## config.mk

```make
export PLATFORM = sky130hd
export DESIGN_NAME = dc_spi_target
export DESIGN_NICKNAME = d
export VERILOG_FILES = /design/src/rtl/dc_spi_pkg.sv /design/src/rtl/dc_spi_pin_sync.sv /design/src/rtl/dc_spi_ctrl.sv /design/src/rtl/dc_spi_dpath.sv /design/src/rtl/dc_spi_target.sv
export SDC_FILE = /design/constraint.sdc
export NUM_CORES = 1
export LEC_CHECK = 0
export BUFFER_PORTS_ARGS = -buffer_cell sky130_fd_sc_hd__buf_4
export CAP_MARGIN = 20
export CORE_MARGIN = 2
export CORE_UTILIZATION = 40
export CTS_BUF_LIST = sky130_fd_sc_hd__clkbuf_16
export DETAILED_ROUTE_END_ITERATION = 12
export PLACE_DENSITY_LB_ADDON = 0.25
export SYNTH_ARGS = -nofsm -noshare
export SYNTH_HDL_FRONTEND = slang
export SYNTH_SLANG_ARGS = --single-unit
```

## constraint.sdc

```tcl
create_clock -name clk -period 2.3 [get_ports clk]
set_input_delay 0.345 -clock clk [delete_from_list [all_inputs] [get_ports clk]]
set_output_delay 0.345 -clock clk [all_outputs]
set_load 0.01 [all_outputs]
```

## src/rtl/dc_spi_pkg.sv

```systemverilog
package dc_spi_pkg;
  // Frame format constants (fixed by the chain protocol)
  localparam int BYTE_W   = 8;
  localparam int LEN_W    = 6;                       // chain length field
  localparam int MAX_DEV  = (1 << LEN_W) - 1;
  localparam int CNT_W    = $clog2(2 * MAX_DEV + 3) + 1; // byte counter, saturating
  localparam int ADDR_W   = 6;
  localparam int STAT_W   = 6;
  localparam int READ_BIT = 6;                       // address byte: read-only flag
  localparam int CLR_BIT  = 5;                       // second header: clear faults
  localparam logic [1:0] HDR_MARK  = 2'b10;
  localparam logic [1:0] STAT_MARK = 2'b11;

  // Strobes from control to datapath
  typedef struct packed {
    logic rxShift;      // sample spiDin into the receive shifter
    logic rxDone;       // a whole byte has arrived
    logic txLoadStatus; // select fell: load the status byte
    logic txLoadNext;   // byte boundary on the output side
    logic txShiftOut;   // ordinary output bit advance
    logic useReport;    // the next output byte is the report
    logic capAddr;      // capture own address byte
    logic capData;      // capture own data byte
  } dpStrobe_t;
endpackage

```

## src/rtl/dc_spi_pin_sync.sv

```systemverilog
module dc_spi_pin_sync #(
  parameter int W = 3,
  parameter int STAGES = 2,
  parameter logic [W-1:0] RST_VAL = '0
) (
  input  logic         clk,
  input  logic         rst_n,
  input  logic [W-1:0] pinIn,
  output logic [W-1:0] pinNow,
  output logic [W-1:0] pinPrev
);
  logic [W-1:0] chain [STAGES];

  always_ff @(posedge clk or negedge rst_n) begin
    if (!rst_n) begin
      for (int k = 0; k < STAGES; k++) chain[k] <= RST_VAL;
      pinPrev <= RST_VAL;
    end else begin
      chain[0] <= pinIn;
      for (int k = 1; k < STAGES; k++) chain[k] <= chain[k-1];
      pinPrev <= chain[STAGES-1];
    end
  end

  assign pinNow = chain[STAGES-1];
endmodule

```

## src/rtl/dc_spi_ctrl.sv

```systemverilog
module dc_spi_ctrl
  import dc_spi_pkg::*;
(
  input  logic              clk,
  input  logic              rst_n,
  input  logic              sclkRise,
  input  logic              sclkFall,
  input  logic              csFall,
  input  logic              csRise,
  input  logic              csActive,
  input  logic [BYTE_W-1:0] rxByte,
  input  logic              addrRead,
  output dpStrobe_t         strobe,
  output logic              regWrEn,
  output logic              clearFault
);
  logic [2:0]       bitCnt;
  logic [CNT_W-1:0] byteCnt;
  logic             hdr1Seen;
  logic [CNT_W-1:0] hdr1Idx;
  logic [LEN_W-1:0] chainLen;
  logic             hdr2Ok;
  logic             clearReq;
  logic             addrGot;
  logic             dataGot;
  logic             loadPend;
  logic             reportPend;

  logic [CNT_W-1:0] lenExt;
  logic [CNT_W-1:0] ownAddrIdx;
  logic [CNT_W-1:0] ownDataIdx;
  logic [CNT_W-1:0] frameLen;
  logic             bitEdge;
  logic             byteDone;
  logic             posOk;
  logic             isAddr;
  logic             isData;
  logic             frameOk;
  logic             isHdr;

  // Slot positions derived from the chain length
  always_comb begin
    lenExt     = {{(CNT_W-LEN_W){1'b0}}, chainLen};
    ownAddrIdx = lenExt + CNT_W'(1);
    ownDataIdx = (lenExt << 1) + CNT_W'(1);
    frameLen   = (lenExt << 1) + CNT_W'(2);
  end

  always_comb begin
    bitEdge  = sclkRise & csActive;
    byteDone = bitEdge & (bitCnt == 3'd7);
    isHdr    = (rxByte[BYTE_W-1 -: 2] == HDR_MARK);
    posOk    = hdr1Seen & hdr2Ok & (chainLen != '0) & (hdr1Idx < lenExt);
    isAddr   = byteDone & posOk & (byteCnt == ownAddrIdx);
    isData   = byteDone & posOk & (byteCnt == ownDataIdx);
    frameOk  = posOk & addrGot & dataGot & (byteCnt == frameLen) & (bitCnt == 3'd0);
  end

  // Strobes to the datapath
  always_comb begin
    strobe              = '0;
    strobe.rxShift      = bitEdge;
    strobe.rxDone       = byteDone;
    strobe.txLoadStatus = csFall;
    strobe.txLoadNext   = sclkFall & csActive & loadPend;
    strobe.txShiftOut   = sclkFall & csActive & ~loadPend;
    strobe.useReport    = reportPend;
    strobe.capAddr      = isAddr;
    strobe.capData      = isData;
  end

  // Frame tracking
  always_ff @(posedge clk or negedge rst_n) begin
    if (!rst_n) begin
      bitCnt     <= '0;
      byteCnt    <= '0;
      hdr1Seen   <= 1'b0;
      hdr1Idx    <= '0;
      chainLen   <= '0;
      hdr2Ok     <= 1'b0;
      clearReq   <= 1'b0;
      addrGot    <= 1'b0;
      dataGot    <= 1'b0;
      loadPend   <= 1'b0;
      reportPend <= 1'b0;
    end else if (csFall) begin
      bitCnt     <= '0;
      byteCnt    <= '0;
      hdr1Seen   <= 1'b0;
      hdr1Idx    <= '0;
      chainLen   <= '0;
      hdr2Ok     <= 1'b0;
      clearReq   <= 1'b0;
      addrGot    <= 1'b0;
      dataGot    <= 1'b0;
      loadPend   <= 1'b0;
      reportPend <= 1'b0;
    end else if (bitEdge) begin
      bitCnt <= bitCnt + 3'd1;
      if (byteDone) begin
        if (byteCnt != '1) byteCnt <= byteCnt + CNT_W'(1);
        loadPend   <= 1'b1;
        reportPend <= isAddr;
        if (isAddr) addrGot <= 1'b1;
        if (isData) dataGot <= 1'b1;
        if (!hdr1Seen) begin
          if (isHdr) begin
            hdr1Seen <= 1'b1;
            hdr1Idx  <= byteCnt;
            chainLen <= rxByte[LEN_W-1:0];
          end
        end else if (byteCnt == hdr1Idx + CNT_W'(1)) begin
          hdr2Ok   <= isHdr;
          clearReq <= isHdr & rxByte[CLR_BIT];
        end
      end
    end else if (sclkFall && csActive && loadPend) begin
      loadPend   <= 1'b0;
      reportPend <= 1'b0;
    end
  end

  // Commit on deselect
  always_ff @(posedge clk or negedge rst_n) begin
    if (!rst_n) begin
      regWrEn    <= 1'b0;
      clearFault <= 1'b0;
    end else begin
      regWrEn    <= csRise & frameOk & ~addrRead;
      clearFault <= csRise & hdr1Seen & hdr2Ok & clearReq;
    end
  end
endmodule

```

## src/rtl/dc_spi_dpath.sv

```systemverilog
module dc_spi_dpath
  import dc_spi_pkg::*;
(
  input  logic              clk,
  input  logic              rst_n,
  input  dpStrobe_t         strobe,
  input  logic              sdiBit,
  input  logic [STAT_W-1:0] statusIn,
  input  logic [BYTE_W-1:0] regRdData,
  output logic [BYTE_W-1:0] rxByte,
  output logic              txMsb,
  output logic [ADDR_W-1:0] addrOut,
  output logic              addrRead,
  output logic [BYTE_W-1:0] dataOut
);
  logic [BYTE_W-2:0] rxSh;
  logic [BYTE_W-1:0] rxHold;
  logic [BYTE_W-1:0] txSh;
  logic [READ_BIT:0] addrReg;

  assign rxByte = {rxSh, sdiBit};

  always_ff @(posedge clk or negedge rst_n) begin
    if (!rst_n) begin
      rxSh    <= '0;
      rxHold  <= '0;
      addrReg <= '0;
      dataOut <= '0;
    end else begin
      if (strobe.rxShift) rxSh    <= rxByte[BYTE_W-2:0];
      if (strobe.rxDone)  rxHold  <= rxByte;
      if (strobe.capAddr) addrReg <= rxByte[READ_BIT:0];
      if (strobe.capData) dataOut <= rxByte;
    end
  end

  always_ff @(posedge clk or negedge rst_n) begin
    if (!rst_n) begin
      txSh <= '0;
    end else if (strobe.txLoadStatus) begin
      txSh <= {STAT_MARK, statusIn};
    end else if (strobe.txLoadNext) begin
      txSh <= strobe.useReport ? regRdData : rxHold;
    end else if (strobe.txShiftOut) begin
      txSh <= {txSh[BYTE_W-2:0], 1'b0};
    end
  end

  assign txMsb    = txSh[BYTE_W-1];
  assign addrOut  = addrReg[ADDR_W-1:0];
  assign addrRead = addrReg[READ_BIT];
endmodule

```

## src/rtl/dc_spi_target.sv

```systemverilog
module dc_spi_target
  import dc_spi_pkg::*;
#(
  parameter int SYNC_STAGES = 2
) (
  input  logic              clk,
  input  logic              rst_n,
  input  logic              spiClk,
  input  logic              spiSel_n,
  input  logic              spiDin,
  output logic              spiDout,
  input  logic [STAT_W-1:0] faultStatus,
  output logic [ADDR_W-1:0] regAddr,
  input  logic [BYTE_W-1:0] regRdData,
  output logic [BYTE_W-1:0] regWrData,
  output logic              regWrEn,
  output logic              clearFault
);
  logic [2:0] pinNow;
  logic [2:0] pinPrev;
  logic sclkRise, sclkFall, csFall, csRise, csActive, sdiBit;
  logic [BYTE_W-1:0] rxByte;
  logic txMsb;
  logic addrRead;
  dpStrobe_t strobe;

  // bit 0 = SCLK, bit 1 = select (idle high), bit 2 = data in
  dc_spi_pin_sync #(.W(3), .STAGES(SYNC_STAGES), .RST_VAL(3'b010)) u_sync (
    .clk(clk), .rst_n(rst_n),
    .pinIn({spiDin, spiSel_n, spiClk}),
    .pinNow(pinNow), .pinPrev(pinPrev)
  );

  assign sclkRise = pinNow[0] & ~pinPrev[0];
  assign sclkFall = ~pinNow[0] & pinPrev[0];
  assign csFall   = ~pinNow[1] & pinPrev[1];
  assign csRise   = pinNow[1] & ~pinPrev[1];
  assign csActive = ~pinNow[1];
  assign sdiBit   = pinNow[2];

  dc_spi_ctrl u_ctrl (
    .clk(clk), .rst_n(rst_n),
    .sclkRise(sclkRise), .sclkFall(sclkFall),
    .csFall(csFall), .csRise(csRise), .csActive(csActive),
    .rxByte(rxByte), .addrRead(addrRead),
    .strobe(strobe), .regWrEn(regWrEn), .clearFault(clearFault)
  );

  dc_spi_dpath u_dpath (
    .clk(clk), .rst_n(rst_n),
    .strobe(strobe), .sdiBit(sdiBit),
    .statusIn(faultStatus), .regRdData(regRdData),
    .rxByte(rxByte), .txMsb(txMsb),
    .addrOut(regAddr), .addrRead(addrRead), .dataOut(regWrData)
  );

  assign spiDout = csActive & txMsb;
endmodule

```

==> impl_results.md <==
- Status: complete, but fails checks
- Violated checks: setup timing
- RD Place Congestion: 0.8332
- Post-synthesis mux area share: 10.70%
- Syn. warnings: 0
- Number of port buffers: 35
- Clock net sink count: 82
- Max-cap violations: 0
- Total Wirelength: 10350 um
- Core area: between 10000 and 15000 um2
- Combinational power share: 6.9%
- FF+latch count, synth: around 80
- Internal power: 2.385 mW
- Share of total power in the clock network: a little over two fifths
- Crit path launch type: register
- Worst-path maximum fanout: 5
- Crit-path max cell delay: 0.46 ns
- Post-synth top area share: 46.06%
- CTS clk-pin slew, worst paths: 0.06 ns
- Fmax: 426.3 MHz
- Die area: 11570 um2
- Chip width: ~110 um
- Seq/Total Area, Yosys: a little under half
- Worst EP arrival: 2.57 ns
- Drt wl/cell: 16.40 um
- Htree depth: 3
- Tightest Pin Transition: 0.5833 ns
- Leading area contributor after synthesis: dfrtp_1
- Synthesized Nets: about 460
- Cell variety after synth: 48
- Worst hold path class: input pin to register
- Filler cells: 922
- Pwr Density: roughly 600 nW/um2
- Cell mode on critical path: a21oi_2
- Adder-Cell Fraction of Synth Area: 3.790%
- DP HPWL: 7145 um
- Crit Path Category: register to register
- Worst Skew: ~0.010 ns
- Clk_lat worst skew: 0.34 ns
- Final worst path period share: 102.0%
- Slew Limit Fails: 0
- Simple-Gate Fraction of Synth Area: 16.44%
- Cell breakdown of the critical path: inv_2, ha_1, a21oi_2, o211ai_1, a21oi_2, nand3_2, or4_4, buf_6, mux2_4
- Seq pwr share: 51.4%
- Synth Area in XOR/XNOR: 7.347%
- Starting Density: between 40% and 50%
- Buf+Inv Stages, Crit Path: 2
- I/O pin cnt: 36
- Total gr overflow: 0
- Final setup vio count: 9
- Final Hold Fails: 0
- Largest net degree at the start of global routing: 41
- Vias in the first global route: 3390
- Inserted Clock Buffers: 9
- CTS tree: yes
- Mapped cell area: 4292 um2
- Layout area overhead: 24.55%
- VDD IR-drop max: 0.0005062 V
- CP max stage cell: or4_4
- Routed Antenna Nets: 0
- NetSw: 0.8465 mW
- Site row count: 37
- Asr flop ratio synth: 100.0%
- Final #Nets: between 500 and 600
- Iteration-0 DRC Markers: 165
- Most frequent cells after synthesis: 79 x dfrtp_1, 55 x nand2_1, 35 x nor2_1, 31 x a21oi_1, 31 x mux2_2
- Post-route DRC: 0
- Fraction of layout cells with a size suffix above 1: 30.16%
- Slew margin rel.: 61.11%
- Switching share of power: 26.19%
- Number of synthesized flops with an enable pin: 0
- Largest family of logic cells by synthesized area: simple AND/OR/NAND/NOR gates
- First drt pass iteration count: 4
- Vias per cell: 5.306
- Delay-heaviest family, CP: simple AND/OR/NAND/NOR gates
- RSZ-0062 raised after global routing: true
- Setup TNS Final: -0.1748 ns
- Average size of a mapped cell: 10.07 um2
- Cell count after synthesis: 426
- Longest Clk Path Bufs: 2
- Main synth FF type: dfrtp_1
- CP required: 2.52 ns
- CP Capture Type: register
- Die Height: 107.6 um
- Dpl ws: -0.03826 ns
- Synth top area cells: dfrtp_1 46%, mux2_2 8.1%, nand2_1 4.8%
- Static Leak: 2.459 nW
- GRT Total Usage: roughly a fifth
- Min cycle time layout: 2.346 ns
- First-pass GRT wire length: 17060 um
- Setup ws final: -0.04563 ns
- Initial antenna violation count: 1
- R2r setup slk: -0.05 ns
- Via count: 3348
- Compound-cell area share of the yosys netlist: 9.854%
- Most frequent cell after synthesis: dfrtp_1
- Clk Tree Root Cell: clkbuf_16
[sequential cells by signal, indices dropped and copies added (netlist names), 2 cells and up]
| name | flops |
|---|---|
| u_dpath.rxSh | 7 |
| u_ctrl.byteCnt | 9 |
| u_sync.pinNow | 3 |
| u_ctrl.chainLen | 6 |
| u_sync.pinPrev | 2 |
| u_ctrl.hdr1Idx | 9 |
| u_sync.chain | 3 |
| u_dpath.rxHold | 8 |
| u_dpath.dataOut | 8 |
| u_ctrl.bitCnt | 3 |
| u_dpath.addrReg | 7 |
| u_dpath.txSh | 8 |
[cells in the final DEF, fill, tap and decap left out, types with 2 or more instances in the layout]
cell type   synthesis  final
buf_4               1     78
dfrtp_1            79     78
nand2_1            55     55
nor2_1             35     34
a21oi_1            31     29
mux2_2             31     25
xnor2_1            19     19
xor2_1             17     17
inv_1              13     12
mux2i_1            11     11
ha_1               13     11
nand3_1            10      9
a211oi_1            9      9
clkbuf_16           0      9
nand4_1             8      8
nor3_1              8      8
mux2_4              0      6
o21ai_0             5      5
o21a_1              5      5
a221o_1             5      5
and3_1              4      4
nor2b_1             3      3
a31oi_1             3      3
nor3b_1             3      3
nand2b_1            3      3
clkinvlp_4          0      3
buf_6               0      3
dfstp_2             3      3
inv_2               0      2
nand3_2             1      2
nor4_2              0      2
a21oi_2             0      2
nand4bb_1           2      2
[worst paths after layout]
kind | startpoint | cells past startpoint | end
worst max register to register | u_ctrl.chainLen[4] | 9 | u_dpath.dataOut[4]
max in group asynchronous | rst_n | 3 | u_ctrl.chainLen[2]
worst min register to register | u_sync.chain[3] | 0 | u_sync.pinNow[0]
min in group asynchronous | rst_n | 2 | u_sync.pinNow[2]
worst max-delay path | u_ctrl.chainLen[4] | 9 | u_dpath.dataOut[4]
worst min-delay path | spiSel_n | 1 | u_sync.chain[4]
[cells by family (layout without fill, tap and decap cells)]
family / count (synthesis) / count (layout)
flip-flops: 82 / 82
buffers and inverters: 43 / 111
adder cells (fa/ha/maj): 13 / 13
XOR/XNOR: 36 / 36
AO/OA/AOI/OAI: 66 / 66
AND/OR/NAND/NOR: 144 / 144
other: 0 / 1
multiplexers: 42 / 42
[worst reg2reg max path: cells and delay by family (launching register included)]
family          cells  cell delay, ns
simple gates        2            0.60
flops               1            0.37
compound gates      3            0.46
fa+ha+maj           1            0.32
buf+inv             2            0.21
mux                 1            0.29
[metal layers]
| metal | track usage (%) | up-vias | share of wire [%] |
|---|---|---|---|
| li1 | - | 1607 | - |
| met1 | 25.51 | 1658 | 47 |
| met2 | 31.27 | 65 | 48 |
| met3 | 4.661 | 18 | 3.5 |
| met4 | 5.769 | 0 | 1.5 |
| met5 | 0 | - | 0 |
[power by group through the flow]
| stage | Sequential (mW) | Combinational, mW | Clock, mW |
|---|---|---|---|
| 5_1_grt | 1.67 | 0.251 | 1.45 |
| 3_3_place_gp | 1.69 | 0.218 | 0 |
| 4_1_cts | 1.66 | 0.227 | 1.36 |
| 3_5_place_dp | 1.69 | 0.224 | 0 |
| 6_report | 1.66 | 0.224 | 1.35 |
| 2_1_floorplan | 1.62 | 0.141 | 0 |
[stage by stage]
stage,utilization (%),std cells,hold WS (ns),power [mW],cell area [um2]
3_5_place_dp,46.73,599,0.3463,1.913,4846
5_1_grt,51.52,630,0.09231,3.374,5343
2_1_floorplan,-,426,0.04941,1.758,4293
6_report,51.54,631,0.1116,3.232,5345
3_3_place_gp,46.73,599,0.3353,1.906,4846
4_1_cts,50.66,626,0.1042,3.250,5254
[repair_timing]
action	4_1_cts	5_1_grt
endpoints found under the setup margin	15	20
pin swaps	4	2
endpoints found under the hold margin	13	0
setup buffers	9	4
gates cloned	1	0
gates resized for setup	10	16
hold buffers	1	0
[final cells by class]
class,instances,area [um2],share of cell area (%)
diodes,1,2.502,0.04682
inverters,13,48.80,0.9129
clock buffers,9,225.2,4.213
clock inverters,7,55.05,1.030
flip-flops and latches,82,2057,38.48
repair buffers,82,629.4,11.77
well taps,136,170.2,3.184
multi-input cells,301,2157,40.36
No activity file was read; power rests on OpenSTA's default activity.
